File: src/rtl/ring_hs_pkg.sv
package ring_hs_pkg;
  localparam int unsigned TAG_W = 4;

  localparam logic [TAG_W-1:0] TAG_P0 = 4'b0000;
  localparam logic [TAG_W-1:0] TAG_P1 = 4'b0001;

  localparam logic KIND_FLUSH = 1'b0;
  localparam logic KIND_PING  = 1'b1;

  typedef enum logic [3:0] {
    S_START,
    S_L0_FLUSH,
    S_L0_PING,
    S_L0_WAIT,
    S_L1_PING,
    S_L1_WAIT,
    S_N0_WAIT,
    S_N1_FLUSH,
    S_N1_PING,
    S_N1_WAIT,
    S_N1_FIN,
    S_DONE
  } hs_state_e;

  typedef struct packed {
    logic             req;
    logic             kind;
    logic [TAG_W-1:0] tag;
  } tx_cmd_t;
endpackage

File: src/rtl/ring_hs_timer.sv
module ring_hs_timer #(
  parameter int unsigned CNT_W = 16
) (
  input  logic             clk_i,
  input  logic             rst_ni,
  input  logic             run_i,
  input  logic [CNT_W-1:0] limit_i,
  output logic             expired_o
);
  logic [CNT_W-1:0] cnt_q;

  always_ff @(posedge clk_i or negedge rst_ni) begin
    if (!rst_ni)                cnt_q <= '0;
    else if (!run_i)            cnt_q <= '0;
    else if (cnt_q != {CNT_W{1'b1}}) cnt_q <= cnt_q + 1'b1;
  end

  assign expired_o = run_i && (cnt_q >= limit_i);

  // each wait starts counting from zero
  a_r5_count_from_zero: assert property (@(posedge clk_i) disable iff (!rst_ni)
    $rose(run_i) |-> (cnt_q == '0));
endmodule

File: src/rtl/ring_hs_fsm.sv
module ring_hs_fsm
  import ring_hs_pkg::*;
(
  input  logic             clk_i,
  input  logic             rst_ni,
  input  logic             lead_i,
  input  logic             tx_ack_i,
  input  logic             rx_ping_i,
  input  logic [TAG_W-1:0] rx_tag_i,
  input  logic             tmo_i,
  output tx_cmd_t          cmd_o,
  output logic             wait_o,
  output logic             ready_o
);
  hs_state_e state_q, state_d;

  logic hit_p0, hit_p1;
  assign hit_p0 = rx_ping_i && (rx_tag_i == TAG_P0);
  assign hit_p1 = rx_ping_i && (rx_tag_i == TAG_P1);

  always_comb begin
    state_d = state_q;
    unique case (state_q)
      S_START:    state_d = lead_i ? S_L0_FLUSH : S_N0_WAIT;
      S_L0_FLUSH: if (tx_ack_i) state_d = S_L0_PING;
      S_L0_PING:  if (tx_ack_i) state_d = S_L0_WAIT;
      S_L0_WAIT:  if (hit_p0) state_d = S_L1_PING;
                  else if (tmo_i) state_d = S_L0_FLUSH;
      S_L1_PING:  if (tx_ack_i) state_d = S_L1_WAIT;
      S_L1_WAIT:  if (hit_p1) state_d = S_DONE;
                  else if (tmo_i) state_d = S_L1_PING;
      S_N0_WAIT:  if (hit_p0) state_d = S_N1_FLUSH;
      S_N1_FLUSH: if (tx_ack_i) state_d = S_N1_PING;
      S_N1_PING:  if (tx_ack_i) state_d = S_N1_WAIT;
      S_N1_WAIT:  if (hit_p1) state_d = S_N1_FIN;
                  else if (tmo_i) state_d = S_N1_FLUSH;
      S_N1_FIN:   if (tx_ack_i) state_d = S_DONE;
      S_DONE:     state_d = S_DONE;
      default:    state_d = S_START;
    endcase
  end

  always_ff @(posedge clk_i or negedge rst_ni) begin
    if (!rst_ni) state_q <= S_START;
    else         state_q <= state_d;
  end

  // request decode straight from state: held until the state advances on ack
  always_comb begin
    cmd_o = '{req: 1'b0, kind: KIND_FLUSH, tag: '0};
    unique case (state_q)
      S_L0_FLUSH, S_N1_FLUSH: cmd_o = '{req: 1'b1, kind: KIND_FLUSH, tag: '0};
      S_L0_PING,  S_N1_PING:  cmd_o = '{req: 1'b1, kind: KIND_PING,  tag: TAG_P0};
      S_L1_PING,  S_N1_FIN:   cmd_o = '{req: 1'b1, kind: KIND_PING,  tag: TAG_P1};
      default: ;
    endcase
  end

  assign wait_o  = (state_q == S_L0_WAIT) || (state_q == S_L1_WAIT) || (state_q == S_N1_WAIT);
  assign ready_o = (state_q == S_DONE);

  a_r3_req_held: assert property (@(posedge clk_i) disable iff (!rst_ni)
    cmd_o.req && !tx_ack_i |=> cmd_o.req && $stable(cmd_o.kind) && $stable(cmd_o.tag));

  a_r2_flush_then_ping: assert property (@(posedge clk_i) disable iff (!rst_ni)
    cmd_o.req && tx_ack_i && (cmd_o.kind == KIND_FLUSH)
      |=> cmd_o.req && (cmd_o.kind == KIND_PING) && (cmd_o.tag == TAG_P0));

  a_r8_node_stays_idle: assert property (@(posedge clk_i) disable iff (!rst_ni)
    (state_q == S_N0_WAIT) && !hit_p0 |=> (state_q == S_N0_WAIT) && !cmd_o.req);

  a_r7_lead_ready_cause: assert property (@(posedge clk_i) disable iff (!rst_ni)
    lead_i && $rose(ready_o) |-> $past(hit_p1));

  a_r12_ready_sticky: assert property (@(posedge clk_i) disable iff (!rst_ni)
    ready_o |=> ready_o);

  a_r12_quiet_after_ready: assert property (@(posedge clk_i) disable iff (!rst_ni)
    ready_o |-> !cmd_o.req);
endmodule

File: src/rtl/ring_hs_ctrl.sv
module ring_hs_ctrl
  import ring_hs_pkg::*;
#(
  parameter int unsigned TMO_W = 16
) (
  input  logic             clk_i,
  input  logic             rst_ni,
  input  logic             lead_i,
  input  logic [TMO_W-1:0] timeout_i,
  output logic             tx_req_o,
  output logic             tx_kind_o,
  output logic [TAG_W-1:0] tx_tag_o,
  input  logic             tx_ack_i,
  input  logic             rx_ping_i,
  input  logic [TAG_W-1:0] rx_tag_i,
  output logic             link_ready_o
);
  tx_cmd_t cmd;
  logic    waiting, expired;

  ring_hs_fsm u_fsm (
    .clk_i     (clk_i),
    .rst_ni    (rst_ni),
    .lead_i    (lead_i),
    .tx_ack_i  (tx_ack_i),
    .rx_ping_i (rx_ping_i),
    .rx_tag_i  (rx_tag_i),
    .tmo_i     (expired),
    .cmd_o     (cmd),
    .wait_o    (waiting),
    .ready_o   (link_ready_o)
  );

  ring_hs_timer #(.CNT_W(TMO_W)) u_timer (
    .clk_i     (clk_i),
    .rst_ni    (rst_ni),
    .run_i     (waiting),
    .limit_i   (timeout_i),
    .expired_o (expired)
  );

  assign tx_req_o  = cmd.req;
  assign tx_kind_o = cmd.kind;
  assign tx_tag_o  = cmd.tag;

  a_r5_no_tx_while_waiting: assert property (@(posedge clk_i) disable iff (!rst_ni)
    waiting |-> !tx_req_o);
endmodule

File: config.mk
export PLATFORM = sky130hd
export DESIGN_NAME = ring_hs_ctrl
export DESIGN_NICKNAME = d
export VERILOG_FILES = /design/src/rtl/ring_hs_pkg.sv /design/src/rtl/ring_hs_timer.sv /design/src/rtl/ring_hs_fsm.sv /design/src/rtl/ring_hs_ctrl.sv
export SDC_FILE = /design/constraint.sdc
export NUM_CORES = 1
export LEC_CHECK = 0
export BUFFER_PORTS_ARGS = -buffer_cell sky130_fd_sc_hd__buf_2
export CORE_ASPECT_RATIO = 0.9
export CORE_MARGIN = 2
export CORE_UTILIZATION = 58
export CTS_BUF_LIST = sky130_fd_sc_hd__clkbuf_8
export DETAILED_ROUTE_END_ITERATION = 16
export HOLD_SLACK_MARGIN = 0.03
export PLACE_DENSITY_LB_ADDON = 0.08
export SYNTH_ARGS = -nofsm -noshare
export SYNTH_HDL_FRONTEND = slang
export SYNTH_HIERARCHICAL = 1
export SYNTH_SLANG_ARGS = --single-unit
File: constraint.sdc
create_clock -name clk_i -period 3.8 [get_ports clk_i]
set_clock_uncertainty 0.2 [all_clocks]
set_input_delay 0.76 -clock clk_i [delete_from_list [all_inputs] [get_ports clk_i]]
set_output_delay 0.76 -clock clk_i [all_outputs]
set_load 0.01 [all_outputs]
# Word-level counts from Yosys, hierarchy flattened
# Cells that the tools add are included.
[totals]
out_inout_bits = 7
reg_bits = 20
[classes]
add_sub_neg = 1
n_eq_ne = 24
muxes = 18
n_lt_le_gt_ge = 1
n_reduce_logical = 11
[op_table]
columns = ["op", "n"]
rows = [
  ["4-bit 2-to-1 mux", 13],
  ["4-bit case mux with 12 select lines", 1],
  ["16-bit 2-to-1 mux", 2],
  ["6-bit case mux with 3 select lines", 1],
  ["16-bit by 1-bit adder with 16-bit output, second input constant", 1],
  ["4-bit by 3-bit == test with 1-bit output, second input constant", 4],
  ["4-bit == test, second input constant", 4],
  ["16-bit greater-or-equal comparator", 1],
  ["16-bit != test, second input constant", 1],
  ["2-bit != test, second input constant", 7],
  ["10-bit AND reduction", 1],
  ["3-bit by 2-bit != test with 1-bit output, second input constant", 3],
  ["4-bit by 1-bit == test with 1-bit output, second input constant", 2],
  ["4-bit by 2-bit == test with 1-bit output, second input constant", 2],
  ["4-bit logical NOT", 2],
  ["2-bit OR reduction", 3],
  ["1-bit logical AND", 3],
  ["3-bit 2-to-1 mux", 1],
  ["1-bit logical OR", 2],
  ["2-bit by 1-bit != test with 1-bit output, second input constant", 1],
]

# Longest topological paths before layout
# Gate-level depths: netlist of the first run.
[depth]
word_depth = 7
depth_mapped = 13

# By module
# The synthesis of the first run kept the hierarchy.
[by_module_without_submodules]
columns = ["module", "area_each_um2", "cells_per_inst", "seq_area_each_um2", "instances"]
rows = [
  ["ring_hs_timer", 1241.2, 140, 400.4, 1],
  ["ring_hs_fsm", 619.3, 83, 100.1, 1],
]

# Worst setup path before layout of the first run
# OpenSTA, ideal clock, no wires.
[synth_timing]
path_type = "input port to flip-flop"
startpoint = "input timeout_i[0]"
endpoint = "register u_fsm.state_q[2]"
t_required_ns = 3.461
slack_ns = 0.223
arrival_time_ns = 3.239
path_stages = 9
setup_time_ns = 0.139
cell_sequence = "ha_1 -> nand2b_1 -> a2111o_1 -> a311oi_1 -> o22ai_1 -> or4_4 -> a31oi_4 -> nor4_1 -> or4b_1"
[synth_between]
elab_chain_cells = 4
word_cells_on_any_way = 6
cone_classes = "order compare (1); eq/ne (3); reduce/logical (2)"
[synth_lines]
columns = ["item", "line_no", "text"]
rows = [
  ["from (decl)", "ring_hs_ctrl.sv:9", "input logic [TMO_W-1:0] timeout_i,"],
  ["16-bit greater-or-equal comparator (*)", "ring_hs_timer.sv:18", "assign expired_o = run_i && (cnt_q >= limit_i);"],
  ["1-bit logical AND (*)", "ring_hs_timer.sv:18", ""],
  ["via expired", "ring_hs_ctrl.sv:19", "logic waiting, expired;"],
  ["3-bit by 2-bit != test with 1-bit output (no source line)", "--", ""],
  ["10-bit AND reduction (no source line) (*)", "--", ""],
  ["to (signal assigned)", "ring_hs_fsm.sv:45", "else state_q <= state_d;"],
  ["to (decl)", "ring_hs_fsm.sv:15", "hs_state_e state_q, state_d;"],
]
# The timed path passes the listed nets; every way through them passes the cells marked *.
# A chain may end at the register's enable or synchronous reset.

# Final worst setup path of the first run
# Ends and elaborated chain as after synthesis.

==> flow_summary.toml, run 1 <==
[clock_tree]
cts_tree = "done"
root_buffer = "clkbuf_8"
clock_sink_count = 20
clk_pin_slew_worst_paths_ps = 70
clockBufferDepth = 2
clk_latency_ps = 260
h-tree-depth = 1
postCtsSetupBuffers = 0
holdBufCountCts = 0
ctsResizeCount = 0
cts_made_buffers = 3

[timing]
worst_pin_slew_ps = 671
hold_viol_final = 0
fin_crit_sh_pct = 93.8
worst_slack_ps = 234
slew_headroom_pct = 54.6
slew_viol_final = 0
finalSetupViolations = 0
fin_crit_ps = 3570
max_clock_freq_mhz = 280
grt_setup_unrepaired = "no"

[global_route]
globalRouteMet2Util_pct = 40.6
grt_max_degree = 21
grt_util_all_layers_pct = 23.9
top_usage_layer = "met2"
grt_pass1_wl_um = 7080
met3_usage_pct = 3.88
use_met1_pct = 31.8
grt_overflow = 0
grt_antenna_before_repair = 0
grt_pass1_vias = 1584

[die]
initial_utilization_pct = 60.7
fp.dieW_um = 63.7
die_h_um = 57.7
core-area_sq_um = 3070
dieArea_sq_um = 3680
placementRows = 19
io_pins = 32

[drt]
viasPerCell = 5.92
drtIter0Drc = 163
totalWireLength_um = 4050
drcViolationCount = 0
first_pass_iters = 4
antenna_left = 0
wl_per_cell_um = 13.9
vias = 1724

[logic_synthesis]
ys.flop_type = "dfrtp_1"
syn_area_sq_um = 1860
syn_area_per_cell_sq_um = 8.34
ys.warnings.count = 6
synth_cell_types = 56
seq_area_frac_synth_pct = 26.9
async_flop_share_pct = 100
syn_inst = 223
ys_ff_latch = 20
synth-edff-count = 0

[worst_setup_path]
start_kind = "input port"
crit_start = "timeout_i[0]"
path_max_fanout = 5
r2r-start = "u_timer/cnt_q[0]"
cp_slowest_cell = "or4_4"
cp_cell_sequence = "buf_2, ha_1, nand2b_1, a2111o_1, a311oi_1, o22ai_1, or4_4, a31oi_4, nor4_1, or4b_1"
max_stage_delay_ps = 520
worst-setup-path-type = "in2reg"
arrival_ps = 3500
end_kind = "flip-flop"
worst_ep_required_time_ps = 3730

[final_layout]
regArea_sq_um = 500
fill_cells = 244
multiInputGateArea_sq_um = 1220
fin_nets = 292
drive_gt1_share_pct = 18.1
fin_area_sq_um = 2090
antenna_cells = 0
syn_to_final_growth_pct = 12.4

[pwr]
leakagePower_nw = 1.01
peakVddDrop_v = 0.000330
powerDensity_nw_per_um2 = 505

[place]
dpl_cell_area_sq_um = 2040
gp_congestion = 0.901
port_buffers = 28
dp_slack_ps = -14.4
place_hpwl_um = 3090

[hold_path]
hp-class = "in2async"

[status]
outcome = "finished, final reports clean"

[job]
maxCapViolations = 0
## cell type report
cell class	count	share of cell area [%]
tap	42	2.51
clock buffer	4	2.63
inverter	21	3.77
sequential	20	23.9
timing repair buffer	34	8.86
multi-input combinational	170	58.3
## stage by stage
stage | setup TNS (ps) | total power, mW | std cells | hold slack [ps] | util (%)
after CTS | 0 | 1.06 | 291 | 249 | 68.2
final | 0 | 1.06 | 291 | 239 | 68.2
after global placement | -5.23 | 0.886 | 287 | 353 | 66.4
after floorplan | 0 | 0.734 | 225 | 264 | -
after detailed placement | -14.4 | 0.891 | 287 | 349 | 66.4
after global routing | 0 | 1.15 | 291 | 275 | 68.2
## worst paths after layout
check	endpoint	slack, ps	depth (start not counted)
max	u_fsm/state_q[2]	230	10
min	u_fsm/state_q[3]	240	1
max reg2reg	u_fsm/state_q[2]	380	10
min reg2reg	u_timer/cnt_q[11]	360	1
max in group asynchronous	u_timer/cnt_q[5]	2850	1
min in group clk_i	u_timer/cnt_q[11]	360	1
## metal layers
metal / wire [um] / share of wire [%]
met1: 1880 / 46
met2: 1970 / 49
met3: 169 / 4.2
met4: 24 / 0.59
met5: 0 / 0
## cells by family after synthesis
family | count (synthesis) | share of synthesized area [%]
AOI/OAI and AO/OA | 59 | 22.7
xor gates and xnor gates | 5 | 2.35
adders and majority gates | 17 | 11.4
buffers and inverters | 35 | 8.00
DFF | 20 | 26.9
muxes | 4 | 2.29
other | 1 | 0.202
and+or+nand+nor | 82 | 26.1
## worst max-delay path, delay by kind of cell
kind	cells	cell delay, ps
simple gates	4	1250
fa+ha+maj	1	270
compound gates	4	1130
buf+inv	1	100
## report_power, final
group	internal [mW]	switching, mW
logic	0.268	0.350
clock network	0.0922	0.0682
registers	0.243	0.0352
total	0.603	0.453
## cells in the mapped netlist, types with 3 or more instances
| cell | number | area [sq um] |
|---|---|---|
| a211oi_1 | 3 | 22.5 |
| a21oi_1 | 12 | 60.1 |
| and3_1 | 3 | 18.8 |
| and4_1 | 5 | 43.8 |
| buf_2 | 5 | 25.0 |
| buf_4 | 3 | 22.5 |
| clkbuf_1 | 6 | 22.5 |
| dfrtp_1 | 20 | 500 |
| ha_1 | 17 | 213 |
| inv_1 | 21 | 78.8 |
| nand2_1 | 13 | 48.8 |
| nand2b_1 | 7 | 43.8 |
| nand3_1 | 5 | 25.0 |
| nand4_1 | 3 | 18.8 |
| nor2_1 | 15 | 56.3 |
| nor2b_1 | 3 | 18.8 |
| nor3_1 | 3 | 15.0 |
| nor3b_1 | 3 | 22.5 |
| o21ai_0 | 9 | 45.0 |
| o31ai_1 | 6 | 45.0 |
| or3_1 | 4 | 25.0 |
| or4_1 | 4 | 30.0 |
| or4b_1 | 3 | 30.0 |
| xnor2_1 | 3 | 26.3 |
## sequential cells by signal, summed over array words and instances (netlist names)
| register | cells |
|---|---|
| u_fsm/state_q | 4 |
| u_timer/cnt_q | 16 |
## layout by cell type, fill, tap and decap left out, types with 3 or more instances in the layout
cell | netlist | final
buf_2 | 5 | 28
inv_1 | 21 | 21
dfrtp_1 | 20 | 20
ha_1 | 17 | 17
nor2_1 | 15 | 15
nand2_1 | 13 | 13
a21oi_1 | 12 | 12
o21ai_0 | 9 | 9
nand2b_1 | 7 | 7
o31ai_1 | 6 | 6
buf_4 | 3 | 6
nand3_1 | 5 | 5
and4_1 | 5 | 5
clkbuf_8 | 0 | 4
or4_1 | 4 | 4
or3_1 | 4 | 4
nor2b_1 | 3 | 3
nor3b_1 | 3 | 3
or4b_1 | 3 | 3
a211oi_1 | 3 | 3
conb_1 | 1 | 3
and3_1 | 3 | 3
nand4_1 | 3 | 3
xnor2_1 | 3 | 3
nor3_1 | 3 | 3
Power figures use the tool's default switching activity.
==> run 2: changes to the inputs <==
--- a/config.mk
+++ b/config.mk
@@ -5,10 +5,11 @@
 export SDC_FILE = /design/constraint.sdc
 export NUM_CORES = 1
 export LEC_CHECK = 0
+export ABC_AREA = 1
 export BUFFER_PORTS_ARGS = -buffer_cell sky130_fd_sc_hd__buf_2
 export CORE_ASPECT_RATIO = 0.9
 export CORE_MARGIN = 2
-export CORE_UTILIZATION = 58
+export CORE_UTILIZATION = 59
 export CTS_BUF_LIST = sky130_fd_sc_hd__clkbuf_8
 export DETAILED_ROUTE_END_ITERATION = 16
 export HOLD_SLACK_MARGIN = 0.03
==> run 2 against run 1 <==
Final area grew 3.1%. Clock power shrank 14%. Register-to-register slack improved by 1000 ps. Largest power group unchanged. Highest routed layer is now met3. Critical path type is now reg2out.
==> flow_summary.toml, run 2 <==
[logic_synthesis]
synthTopCellsByCount = "nand2_1, inv_1, nor2_1, nand3_1, dfrtp_1"
async_flop_share_pct = 100
synth_top_area_share_pct = 25.7
synth_cell_types = 32
synth_top_area_cell = "dfrtp_1"
ys.flop_type = "dfrtp_1"
seq_area_frac_synth_pct = 25.7
syn_inst = 298
ys.warnings.count = 6
syn_area_sq_um = 1940
syn_area_per_cell_sq_um = 6.52
ys_ff_latch = 20
synthTopCellsByArea = "dfrtp_1, nand2_1, ha_1"
synth-edff-count = 0
yosysMostFrequentCell = "nand2_1"

[pwr]
leakagePower_nw = 1.29
powerDensity_nw_per_um2 = 401
seq_power_share_pct = 31.9
finalPower_mw = 0.864
power.clock.fraction_pct = 15.9
combinationalPowerShare_pct = 52.2
netSwitchingFraction_pct = 45.8
p_sw_mw = 0.396
peakVddDrop_v = 0.000371
p_int_mw = 0.468

[place]
port_buffers = 28
gp_congestion = 0.932
place_hpwl_um = 3370
dpl_cell_area_sq_um = 2110

[drt]
drtIter0Drc = 97
vias = 1893
first_pass_iters = 4
drcViolationCount = 0
viasPerCell = 5.14
wl_per_cell_um = 11.4
totalWireLength_um = 4210
antenna_left = 0

[timing]
finalSetupViolations = 0
hold_viol_final = 0
grt_setup_unrepaired = "no"
max_clock_freq_mhz = 385
slew_viol_final = 0
fin_crit_sh_pct = 68.4
fin_crit_ps = 2600
setup-tns-final_ps = 0

[clock_tree]
holdBufCountCts = 0
cts_tree = "done"
postCtsSetupBuffers = 0
h-tree-depth = 1
clk_latency_ps = 260
root_buffer = "clkbuf_8"
cts_made_buffers = 3
clockBufferDepth = 2
ctsResizeCount = 0
clock_sink_count = 20
clk_pin_slew_worst_paths_ps = 70

[final_layout]
layout_commonest_cell = "nand2_1"
largest_register = "u_timer/cnt_q"
final_cell_mix = "nand2_1, inv_1, nor2_1, buf_2, nand3_1"
drive_gt1_share_pct = 17.2
antenna_cells = 0
largest_register_ffs = 16
syn_to_final_growth_pct = 10.9
fin_nets = 370
fin_area_sq_um = 2160
largestRegisters = "u_timer/cnt_q (16), u_fsm/state_q (4)"
utilization_pct = 69.8

[worst_setup_path]
start_kind = "flip-flop"
critPathTopFamily = "simple AND/OR/NAND/NOR gates"
cp_cell_sequence = "nor2_1, nand2_2, and2_2, nand4_1, buf_2"
cp_slowest_cell = "dfrtp_1"
end_kind = "output pin"
max_stage_delay_ps = 440
critPathBufInv = 1
path_max_fanout = 5
worst-setup-path-type = "reg2out"
arrival_ps = 1640
worst_ep_required_time_ps = 2840

[die]
initial_utilization_pct = 62.9
dieArea_sq_um = 3770
core-area_sq_um = 3090
io_pins = 32
fp.dieW_um = 64.5
die_h_um = 58.5
placementRows = 19

[global_route]
grt_overflow = 0
grt_util_all_layers_pct = 24.2
grt_pass1_wl_um = 7200
grt_antenna_before_repair = 0
grt_pass1_vias = 1700
grt_max_degree = 21

[job]
maxCapViolations = 0

[hold_path]
hp-class = "in2async"

[status]
outcome = "finished, final reports clean"
==> run 2: cell types whose count changed after synthesis, moves of 5 or more <==
| cell | delta |
|---|---|
| and4_1 | -5 |
| buf_2 | -5 |
| clkbuf_1 | -5 |
| inv_1 | +26 |
| nand2_1 | +65 |
| nand2b_1 | -7 |
| nand3_1 | +19 |
| nand4_1 | +8 |
| nor2_1 | +22 |
| o31ai_1 | -5 |
==> run 2: cell families after synthesis <==
| family | after synthesis | synth area share, % |
|---|---|---|
| other cells | 1 | 0.193 |
| fa+ha+maj | 17 | 10.9 |
| flops | 20 | 25.7 |
| compound gates | 28 | 7.98 |
| simple gates | 175 | 43.1 |
| xor+xnor | 1 | 0.451 |
| buf+inv | 56 | 11.6 |
==> run 2: power groups by stage <==
stage	registers, mW	logic [mW]	clock network [mW]
after floorplan	0.260	0.354	0
after global placement	0.278	0.441	0
after detailed placement	0.278	0.446	0
after CTS	0.274	0.448	0.146
after global routing	0.277	0.507	0.152
final	0.275	0.451	0.137
==> run 2: final timing paths <==
check / start / end / slack (ps) / cells past startpoint
worst max-delay path: u_fsm/state_q[2] / tx_req_o / 1200 / 5
worst min-delay path: rst_ni / u_timer/cnt_q[7] / 240 / 1
worst max register to register: u_fsm/state_q[1] / u_fsm/state_q[0] / 1400 / 14
worst min register to register: u_timer/cnt_q[10] / u_timer/cnt_q[10] / 310 / 1
max in group asynchronous: rst_ni / u_fsm/state_q[0] / 2840 / 1
min in group clk_i: u_timer/cnt_q[10] / u_timer/cnt_q[10] / 310 / 1
==> run 2: layout make-up <==
class / count / area (sq um)
Sequential cell: 20 / 500
Clock buffer: 3 / 41.3
Multi-Input combinational cell: 224 / 1230
Inverter: 50 / 188
Timing Repair Buffer: 29 / 148
Fill cell: 304 / 935
Tap cell: 42 / 52.6
==> run 2: through the flow <==
step,hold WS [ps],setup slack (ps),std cells
after detailed placement,308,1080,365
after floorplan,264,1380,300
final,242,1200,368
after global routing,271,1120,368
after CTS,251,1220,368
after global placement,291,1080,365
==> run 2: per-layer routing <==
metal / vias up / part of all wire, % / global-route usage (%)
met5: - / 0 / 0
met1: 839 / 48 / 32.7
met2: 44 / 47 / 41.1
met4: 0 / 0 / 5.78
met3: 0 / 4.9 / 4.02
li1: 1010 / - / -
==> run 2: worst register-to-register path, delay by kind of cell (launching register included) <==
| family | cells | cell delay, ps |
|---|---|---|
| DFF | 1 | 510 |
| AOI/OAI and AO/OA | 1 | 120 |
| buffers and inverters | 3 | 400 |
| and+or+nand+nor | 10 | 1090 |
